===== config.mk =====
export PLATFORM = sky130hd
export DESIGN_NAME = serial_rx_buffer
export DESIGN_NICKNAME = d
export VERILOG_FILES = /design/src/rtl/srx_pkg.sv /design/src/rtl/srx_tick.sv /design/src/rtl/srx_frame.sv /design/src/rtl/srx_queue.sv /design/src/rtl/serial_rx_buffer.sv
export SDC_FILE = /design/constraint.sdc
export NUM_CORES = 1
export LEC_CHECK = 0
export BUFFER_PORTS_ARGS = -buffer_cell sky130_fd_sc_hd__buf_4
export CORE_AREA = 4 4 209 130
export DETAILED_ROUTE_END_ITERATION = 10
export DIE_AREA = 0 0 213 134
export GPL_ROUTABILITY_DRIVEN = 0
export HOLD_SLACK_MARGIN = 0.1
export PLACE_DENSITY = 0.7
export SYNTH_ARGS = -nofsm -noshare
export SYNTH_HDL_FRONTEND = slang
export SYNTH_SLANG_ARGS = --single-unit

===== constraint.sdc =====
create_clock -name clk -period 2.7 [get_ports clk]
set_input_delay 0.675 -clock clk [delete_from_list [all_inputs] [get_ports clk]]
set_output_delay 0.675 -clock clk [all_outputs]
set_load 0.005 [all_outputs]

===== src/rtl/srx_pkg.sv =====
package srx_pkg;

    typedef struct packed {
        logic       brk;
        logic       ferr;
        logic       perr;
        logic [7:0] data;
    } srx_entry_t;

    typedef enum logic [2:0] {
        ST_IDLE,
        ST_START,
        ST_DATA,
        ST_PAR,
        ST_STOP
    } srx_state_t;

    function automatic int srx_trig_level(input logic [1:0] sel);
        case (sel)
            2'd0:    return 1;
            2'd1:    return 4;
            2'd2:    return 8;
            default: return 14;
        endcase
    endfunction

endpackage


===== src/rtl/srx_tick.sv =====
module srx_tick #(
    parameter int DIV_W = 16
) (
    input  logic             clk,
    input  logic             rst_n,
    input  logic [DIV_W-1:0] div_i,
    output logic             tick_o
);

    typedef struct packed {
        logic [DIV_W-1:0] cnt;
    } tick_t;

    tick_t            t_q, t_d;
    logic [DIV_W-1:0] last;

    always_comb begin
        last   = (div_i <= 1) ? '0 : div_i - 1'b1;
        tick_o = (t_q.cnt >= last);
        t_d    = t_q;
        if (tick_o) t_d.cnt = '0;
        else        t_d.cnt = t_q.cnt + 1'b1;
    end

    always_ff @(posedge clk or negedge rst_n) begin
        if (!rst_n) t_q <= '0;
        else        t_q <= t_d;
    end

endmodule


===== src/rtl/srx_frame.sv =====
module srx_frame
    import srx_pkg::*;
#(
    parameter int OVS = 16
) (
    input  logic       clk,
    input  logic       rst_n,
    input  logic       tick_i,
    input  logic       rxd_i,
    input  logic [1:0] word_len_i,
    input  logic       par_en_i,
    input  logic       par_even_i,
    input  logic [1:0] stop_sel_i,
    output logic       push_o,
    output srx_entry_t entry_o
);

    localparam int            CW    = $clog2(OVS);
    localparam logic [CW-1:0] T_MID  = CW'(OVS / 2 - 1);
    localparam logic [CW-1:0] T_HALF = CW'((OVS * 3) / 4 - 1);
    localparam logic [CW-1:0] T_FULL = CW'(OVS - 1);

    typedef struct packed {
        srx_state_t st;
        logic [1:0] sync;
        logic       armed;
        logic [CW-1:0] cnt;
        logic [2:0] bit_idx;
        logic       extra;
        logic [7:0] data;
        logic       par_acc;
        logic       perr;
        logic       ferr;
        logic       all_low;
        logic       push;
        srx_entry_t ent;
    } frame_t;

    frame_t        f_q, f_d;
    logic          s;
    logic [CW-1:0] target;
    logic [2:0]    last_idx;

    always_comb begin
        s        = f_q.sync[1];
        last_idx = {1'b1, word_len_i};
        case (f_q.st)
            ST_START: target = T_MID;
            ST_STOP:  target = (f_q.extra && stop_sel_i == 2'd1) ? T_HALF : T_FULL;
            default:  target = T_FULL;
        endcase

        f_d      = f_q;
        f_d.push = 1'b0;
        f_d.sync = {f_q.sync[0], rxd_i};

        if (tick_i) begin
            if (f_q.st == ST_IDLE) begin
                if (s) begin
                    f_d.armed = 1'b1;
                end else if (f_q.armed) begin
                    f_d.st    = ST_START;
                    f_d.cnt   = '0;
                    f_d.armed = 1'b0;
                end
            end else if (f_q.cnt != target) begin
                f_d.cnt = f_q.cnt + 1'b1;
            end else begin
                f_d.cnt = '0;
                unique case (f_q.st)
                    ST_START: begin
                        if (!s) begin
                            f_d.st      = ST_DATA;
                            f_d.bit_idx = '0;
                            f_d.data    = '0;
                            f_d.par_acc = 1'b0;
                            f_d.perr    = 1'b0;
                            f_d.ferr    = 1'b0;
                            f_d.all_low = 1'b1;
                        end else begin
                            f_d.st = ST_IDLE;
                        end
                    end
                    ST_DATA: begin
                        f_d.data[f_q.bit_idx] = s;
                        f_d.par_acc = f_q.par_acc ^ s;
                        f_d.all_low = f_q.all_low & ~s;
                        if (f_q.bit_idx == last_idx) begin
                            f_d.st    = par_en_i ? ST_PAR : ST_STOP;
                            f_d.extra = 1'b0;
                        end else begin
                            f_d.bit_idx = f_q.bit_idx + 3'd1;
                        end
                    end
                    ST_PAR: begin
                        f_d.perr    = par_even_i ? (f_q.par_acc ^ s) : ~(f_q.par_acc ^ s);
                        f_d.all_low = f_q.all_low & ~s;
                        f_d.st      = ST_STOP;
                        f_d.extra   = 1'b0;
                    end
                    ST_STOP: begin
                        f_d.ferr    = f_q.ferr | ~s;
                        f_d.all_low = f_q.all_low & ~s;
                        if (!f_q.extra && stop_sel_i != 2'd0) begin
                            f_d.extra = 1'b1;
                        end else begin
                            f_d.push     = 1'b1;
                            f_d.ent.brk  = f_d.all_low;
                            f_d.ent.ferr = f_d.ferr;
                            f_d.ent.perr = f_q.perr;
                            f_d.ent.data = f_q.data;
                            f_d.st       = ST_IDLE;
                            f_d.armed    = s;
                        end
                    end
                    default: f_d.st = ST_IDLE;
                endcase
            end
        end
    end

    always_ff @(posedge clk or negedge rst_n) begin
        if (!rst_n) begin
            f_q      <= '0;
            f_q.st   <= ST_IDLE;
            f_q.sync <= 2'b11;
        end else begin
            f_q <= f_d;
        end
    end

    assign push_o  = f_q.push;
    assign entry_o = f_q.ent;

    AST_PUSH_PULSE: assert property (@(posedge clk) disable iff (!rst_n)
        f_q.push |=> !f_q.push);
    AST_BRK_TAGS: assert property (@(posedge clk) disable iff (!rst_n)
        (f_q.push && f_q.ent.brk) |-> (f_q.ent.ferr && f_q.ent.data == 8'd0));

endmodule


===== src/rtl/srx_queue.sv =====
module srx_queue
    import srx_pkg::*;
#(
    parameter int DEPTH = 16
) (
    input  logic                         clk,
    input  logic                         rst_n,
    input  logic                         push_i,
    input  srx_entry_t                   entry_i,
    input  logic                         fifo_mode_i,
    input  logic                         rd_en_i,
    output srx_entry_t                   head_o,
    output logic [$clog2(DEPTH+1)-1:0]   count_o,
    output logic                         overrun_o
);

    localparam int            AW     = (DEPTH > 1) ? $clog2(DEPTH) : 1;
    localparam int            CW     = $clog2(DEPTH + 1);
    localparam logic [CW-1:0] FULL_N = CW'(DEPTH);
    localparam logic [AW-1:0] LAST_P = AW'(DEPTH - 1);

    typedef struct packed {
        logic [AW-1:0] wr;
        logic [AW-1:0] rd;
        logic [CW-1:0] cnt;
        logic          ovr;
        logic          mode;
    } queue_t;

    queue_t        q_q, q_d;
    srx_entry_t    mem [DEPTH];
    logic [CW-1:0] limit;
    logic          flush, pop, accept, drop;

    function automatic logic [AW-1:0] nxt(input logic [AW-1:0] p);
        return (p == LAST_P) ? '0 : p + 1'b1;
    endfunction

    always_comb begin
        q_d    = q_q;
        limit  = q_q.mode ? FULL_N : CW'(1);
        flush  = (fifo_mode_i != q_q.mode);
        pop    = rd_en_i && (q_q.cnt != '0) && !flush;
        accept = push_i && !flush && ((q_q.cnt < limit) || pop);
        drop   = push_i && !flush && !accept;

        if (flush) begin
            q_d.wr   = '0;
            q_d.rd   = '0;
            q_d.cnt  = '0;
            q_d.mode = fifo_mode_i;
        end else begin
            if (pop)    q_d.rd = nxt(q_q.rd);
            if (accept) q_d.wr = nxt(q_q.wr);
            case ({accept, pop})
                2'b10:   q_d.cnt = q_q.cnt + 1'b1;
                2'b01:   q_d.cnt = q_q.cnt - 1'b1;
                default: q_d.cnt = q_q.cnt;
            endcase
        end

        if (drop)         q_d.ovr = 1'b1;
        else if (rd_en_i) q_d.ovr = 1'b0;
    end

    always_ff @(posedge clk or negedge rst_n) begin
        if (!rst_n) q_q <= '0;
        else        q_q <= q_d;
    end

    always_ff @(posedge clk) begin
        if (accept) mem[q_q.wr] <= entry_i;
    end

    assign head_o    = mem[q_q.rd];
    assign count_o   = q_q.cnt;
    assign overrun_o = q_q.ovr;

    AST_CAP_LIMIT: assert property (@(posedge clk) disable iff (!rst_n)
        q_q.cnt <= limit);
    AST_DROP_KEEPS: assert property (@(posedge clk) disable iff (!rst_n)
        drop |=> (q_q.cnt == $past(q_q.cnt) && q_q.ovr));
    AST_OVR_STICKY: assert property (@(posedge clk) disable iff (!rst_n)
        (q_q.ovr && !rd_en_i) |=> q_q.ovr);
    AST_FLUSH_EMPTY: assert property (@(posedge clk) disable iff (!rst_n)
        flush |=> (q_q.cnt == '0));
    AST_EMPTY_READ: assert property (@(posedge clk) disable iff (!rst_n)
        (rd_en_i && q_q.cnt == '0 && !push_i) |=> (q_q.cnt == '0));

endmodule


===== src/rtl/serial_rx_buffer.sv =====
module serial_rx_buffer
    import srx_pkg::*;
#(
    parameter int DIV_W = 16,
    parameter int DEPTH = 16,
    parameter int OVS   = 16
) (
    input  logic             clk,
    input  logic             rst_n,
    input  logic             rxd_i,
    input  logic [DIV_W-1:0] baud_div_i,
    input  logic [1:0]       word_len_i,
    input  logic             par_en_i,
    input  logic             par_even_i,
    input  logic [1:0]       stop_sel_i,
    input  logic             fifo_mode_i,
    input  logic [1:0]       trig_sel_i,
    input  logic             rd_en_i,
    output logic [7:0]       rd_data_o,
    output logic             rd_perr_o,
    output logic             rd_ferr_o,
    output logic             rd_brk_o,
    output logic             data_ready_o,
    output logic             overrun_o,
    output logic             irq_o
);

    localparam int CW = $clog2(DEPTH + 1);

    logic          tick;
    logic          push;
    srx_entry_t    entry;
    srx_entry_t    head;
    logic [CW-1:0] count;

    srx_tick #(.DIV_W(DIV_W)) u_tick (
        .clk    (clk),
        .rst_n  (rst_n),
        .div_i  (baud_div_i),
        .tick_o (tick)
    );

    srx_frame #(.OVS(OVS)) u_frame (
        .clk        (clk),
        .rst_n      (rst_n),
        .tick_i     (tick),
        .rxd_i      (rxd_i),
        .word_len_i (word_len_i),
        .par_en_i   (par_en_i),
        .par_even_i (par_even_i),
        .stop_sel_i (stop_sel_i),
        .push_o     (push),
        .entry_o    (entry)
    );

    srx_queue #(.DEPTH(DEPTH)) u_queue (
        .clk         (clk),
        .rst_n       (rst_n),
        .push_i      (push),
        .entry_i     (entry),
        .fifo_mode_i (fifo_mode_i),
        .rd_en_i     (rd_en_i),
        .head_o      (head),
        .count_o     (count),
        .overrun_o   (overrun_o)
    );

    always_comb begin
        rd_data_o    = head.data;
        rd_perr_o    = head.perr;
        rd_ferr_o    = head.ferr;
        rd_brk_o     = head.brk;
        data_ready_o = (count != '0);
        if (fifo_mode_i) irq_o = (int'(count) >= srx_trig_level(trig_sel_i));
        else             irq_o = data_ready_o;
    end

    AST_IRQ_NEEDS_DATA: assert property (@(posedge clk) disable iff (!rst_n)
        irq_o |-> data_ready_o);

endmodule


==> results_dict.tcl <==
set metrics [dict create \
    startpoint_type "input port" \
    timing.rr.start "u_queue.count_o[0]" \
    multi_input_area_um2 4410 \
    synth-edff-count 176 \
    cp_max_fo 6 \
    required_ns 3.10 \
    drt-pass1-iter-count 5 \
    fin_hold_ws_ns 0.137 \
    p_sw_uw 2370 \
    cp.arrival_ns 3.86 \
    rsz0062_at_grt "yes" \
    hold_viol 0 \
    worstSetupPathType "input port to flip-flop" \
    hp-class "input port to asynchronous set/reset pin" \
    antenna_cells 0 \
    violations "setup timing" \
    combPwrFrac_pct 20.0 \
    drive_gt1_share_pct 39.4 \
    track_usage_pct 19.3 \
    htreeDepth 1 \
    period_share_pct 128 \
    synthFlopType "edfxtp_1" \
    ys_warn_count 0 \
    grt_max_degree 40 \
    max_slew_margin_pct 51.6 \
    finalCriticalPeriod_ns 3.45 \
    internal_power_uw 7120 \
    avgViaCountPerCell 5.67 \
    instances_no_fill 1257 \
    cts.sinks 245 \
    synth.top_cell.area_share_pct 47.3 \
    via_count 7125 \
    dpl.hpwl_um 16300 \
    clk_latency_ns 0.51 \
    ys_top_cells_by_area "edfxtp_1 47%, dfrtp_1 15%, mux4_2 11%" \
    initial_core_util_pct 44.6 \
    ys_types 71 \
    setup_viol 64 \
    clk_path_buf_depth 3 \
    syn_inst 744 \
    ios 43 \
    synthToLayoutAreaGrowth_pct 30.7 \
    drc 0 \
    status "finished with violations" \
    fin_nets 975 \
    yosys.area.top_type "edfxtp_1" \
    place_inst 1176 \
    ff2ff_path_depth 12 \
    p_sw_share_pct 25.0 \
    clkTransAtPathRegs_ns 0.07 \
    p_leak_uw 0.00583 \
    rrSetupSlack_ns 0.03 \
    grt_pass1_wl_um 42100 \
    max_freq_ghz 0.289 \
    core_region_area_um2 25100 \
    ctsHoldBuffers 0 \
    rows 45 \
    wl_per_cell_um 21.6 \
    fillers 1829 \
    antenna_found_initial 0 \
    p_clk_share_pct 35.7 \
    fin_ws_ns -0.755 \
    dieHeight_um 134 \
    register_area_um2 7020 \
    drt-initial-drc-count 614 \
    wl_um 27200 \
    end_kind "flip-flop" \
    cts_tree "built" \
    maxSlewViolCount 0 \
    netlist_area_um2 11200 \
    synth_area_per_cell_um2 15.0 \
    root_buffer "clkbuf_16" \
    yosysSeqAreaShare_pct 62.8 \
    synthesis.nets 808 \
    maxCapViolCount 0 \
    fin_skew_ns 0.0110 \
    worstReg2RegEnd "u_queue.count_o[4]" \
    die-area_um2 28500 \
    io_buffers 42 \
    grt_pass1_vias 7054 \
    ys_async_sr_fraction_pct 28.2 \
    drtAntennaViolNets 0 \
    tightest_slew_ns 0.726 \
    ys_ff_latch 245 \
    seq_power_share_pct 44.3 \
    grt.overflow.total 0 \
    ir_worst_vdd_v 0.000526 \
    die_w_um 213 \
    numCtsBuffers 23 \
    power.density_nw_per_um2 650 \
]
sequential cells by signal, summed over array words and instances, names as in the netlist:
name	count
u_frame.f_q	25
u_queue.q_q	9
u_frame.f_d	1
u_tick.t_q	16
u_queue.overrun_o	1
u_queue.count_o	5
u_frame.entry_o	11
u_frame.push_o	1
u_queue.mem	176
cell usage after synthesis, drive strengths merged, types with 3 or more instances:
cell,count
nor2b,4
buf,14
or4,3
o31ai,5
clkbuf,13
xor2,18
nor3,16
nand3b,4
and2,17
nand3,20
nor2,44
dfrtp,67
mux4,55
nor4,5
xnor2,15
a21oi,27
a21o,6
or2,5
mux2,14
edfxtp,176
o21ai,32
o21a,4
and3,3
nand2,44
mux2i,4
and4,3
ha,34
or3,6
nand4,6
a31oi,7
nand2b,6
inv,32
logic make-up (layout without fill, tap and decap cells):
group / after synthesis / in the layout / share of synthesized area (%)
flops: 245 / 245 / 62.8
mux: 73 / 73 / 13.2
simple gates: 191 / 191 / 8.85
fa+ha+maj: 35 / 35 / 3.99
buf+inv: 59 / 243 / 2.26
xor+xnor: 33 / 33 / 2.59
compound gates: 108 / 108 / 6.33
timing repair:
action / 4_1_cts / 5_1_grt
pin swaps: 24 / 20
setup buffers: 24 / 16
gates cloned: 8 / 2
endpoints found under the setup margin: 64 / 111
gates resized for setup: 103 / 72
routing by layer:
layer | vias to the layer above | GRT usage, % | wire, µm
li1 | 3216 | - | -
met1 | 3599 | 31.0 | 12400
met2 | 279 | 28.3 | 12400
met3 | 31 | 3.20 | 2120
met4 | 0 | 2.65 | 331
met5 | - | 0 | 0
worst max-delay path, cell delays in order:
cell	delay (ns)
buf_6	0.09
or4_4	0.54
nor4_4	0.20
buf_4	0.17
nand3_2	0.07
buf_6	0.14
buf_6	0.13
nand2_4	0.06
ha_4	0.20
a21o_1	0.18
a221o_1	0.32
a21o_1	0.22
o21bai_4	0.25
buf_12	0.15
buf_4	0.12
nor2_4	0.04
mux2_4	0.31
cell usage in the layout, fill, tap and decap left out, drive strengths merged, types with 3 or more instances in the layout:
cell,Yosys,final
edfxtp,176,176
bufinv,0,4
a21oi,27,27
nand3b,4,4
nand3,20,20
clkbuf,13,29
xnor2,15,15
o21a,4,4
nand2,44,44
o21ai,32,32
a21o,6,6
buf,14,167
nor3,16,16
dfrtp,67,67
and4,3,3
nor2,44,44
xor2,18,18
o31ai,5,5
and3,3,3
and2,17,17
or4,3,3
clkinv,0,9
ha,34,34
nand2b,6,6
mux2i,4,4
mux4,55,55
a31oi,7,7
nor4,5,5
mux2,14,14
nor2b,4,4
or3,6,6
or2,5,5
inv,32,33
nand4,6,6
layout make-up:
cell class                 count  share of cell area [%]
clock buffer                  27                    4.11
clock inverter                15                    1.26
inverter                      32                   0.823
multi-input combinational    440                    30.2
sequential                   245                    48.1
tap                          329                    2.82
timing repair buffer         169                    12.7
metrics by stage:
step / worst slack, ns / setup TNS (ns) / total power (µW) / utilization (%) / area [µm²]
2_1_floorplan: -0.974 / -43.02 / 5050 / - / 11200
3_3_place_gp: -1.63 / -70.63 / 5530 / 50.7 / 12700
3_5_place_dp: -1.71 / -72.37 / 5560 / 50.7 / 12700
4_1_cts: -0.771 / -38.37 / 9500 / 57.3 / 14300
5_1_grt: -0.846 / -43.03 / 9920 / 58.3 / 14600
6_report: -0.755 / -36.24 / 9490 / 58.3 / 14600
power by group through the flow:
stage / combinational (µW) / sequential (µW) / clock [µW]
global placement: 1250 / 4280 / 0
finish: 1900 / 4200 / 3390
detailed placement: 1280 / 4280 / 0
CTS: 1870 / 4200 / 3440
floorplan: 811 / 4240 / 0
global route: 2070 / 4210 / 3640
how the worst max path moves through the flow:
stage | from | endpoint | depth (start not counted)
2_1_floorplan | baud_div_i[11] | u_frame.f_q[32] | 13
3_3_place_gp | baud_div_i[7] | u_frame.entry_o[9] | 14
3_5_place_dp | baud_div_i[7] | u_frame.entry_o[9] | 14
4_1_cts | baud_div_i[8] | u_frame.entry_o[4] | 17
5_1_grt | baud_div_i[7] | u_frame.f_q[13] | 15
6_report | baud_div_i[8] | u_frame.f_q[25] | 17
Power figures use the tool's default switching activity.
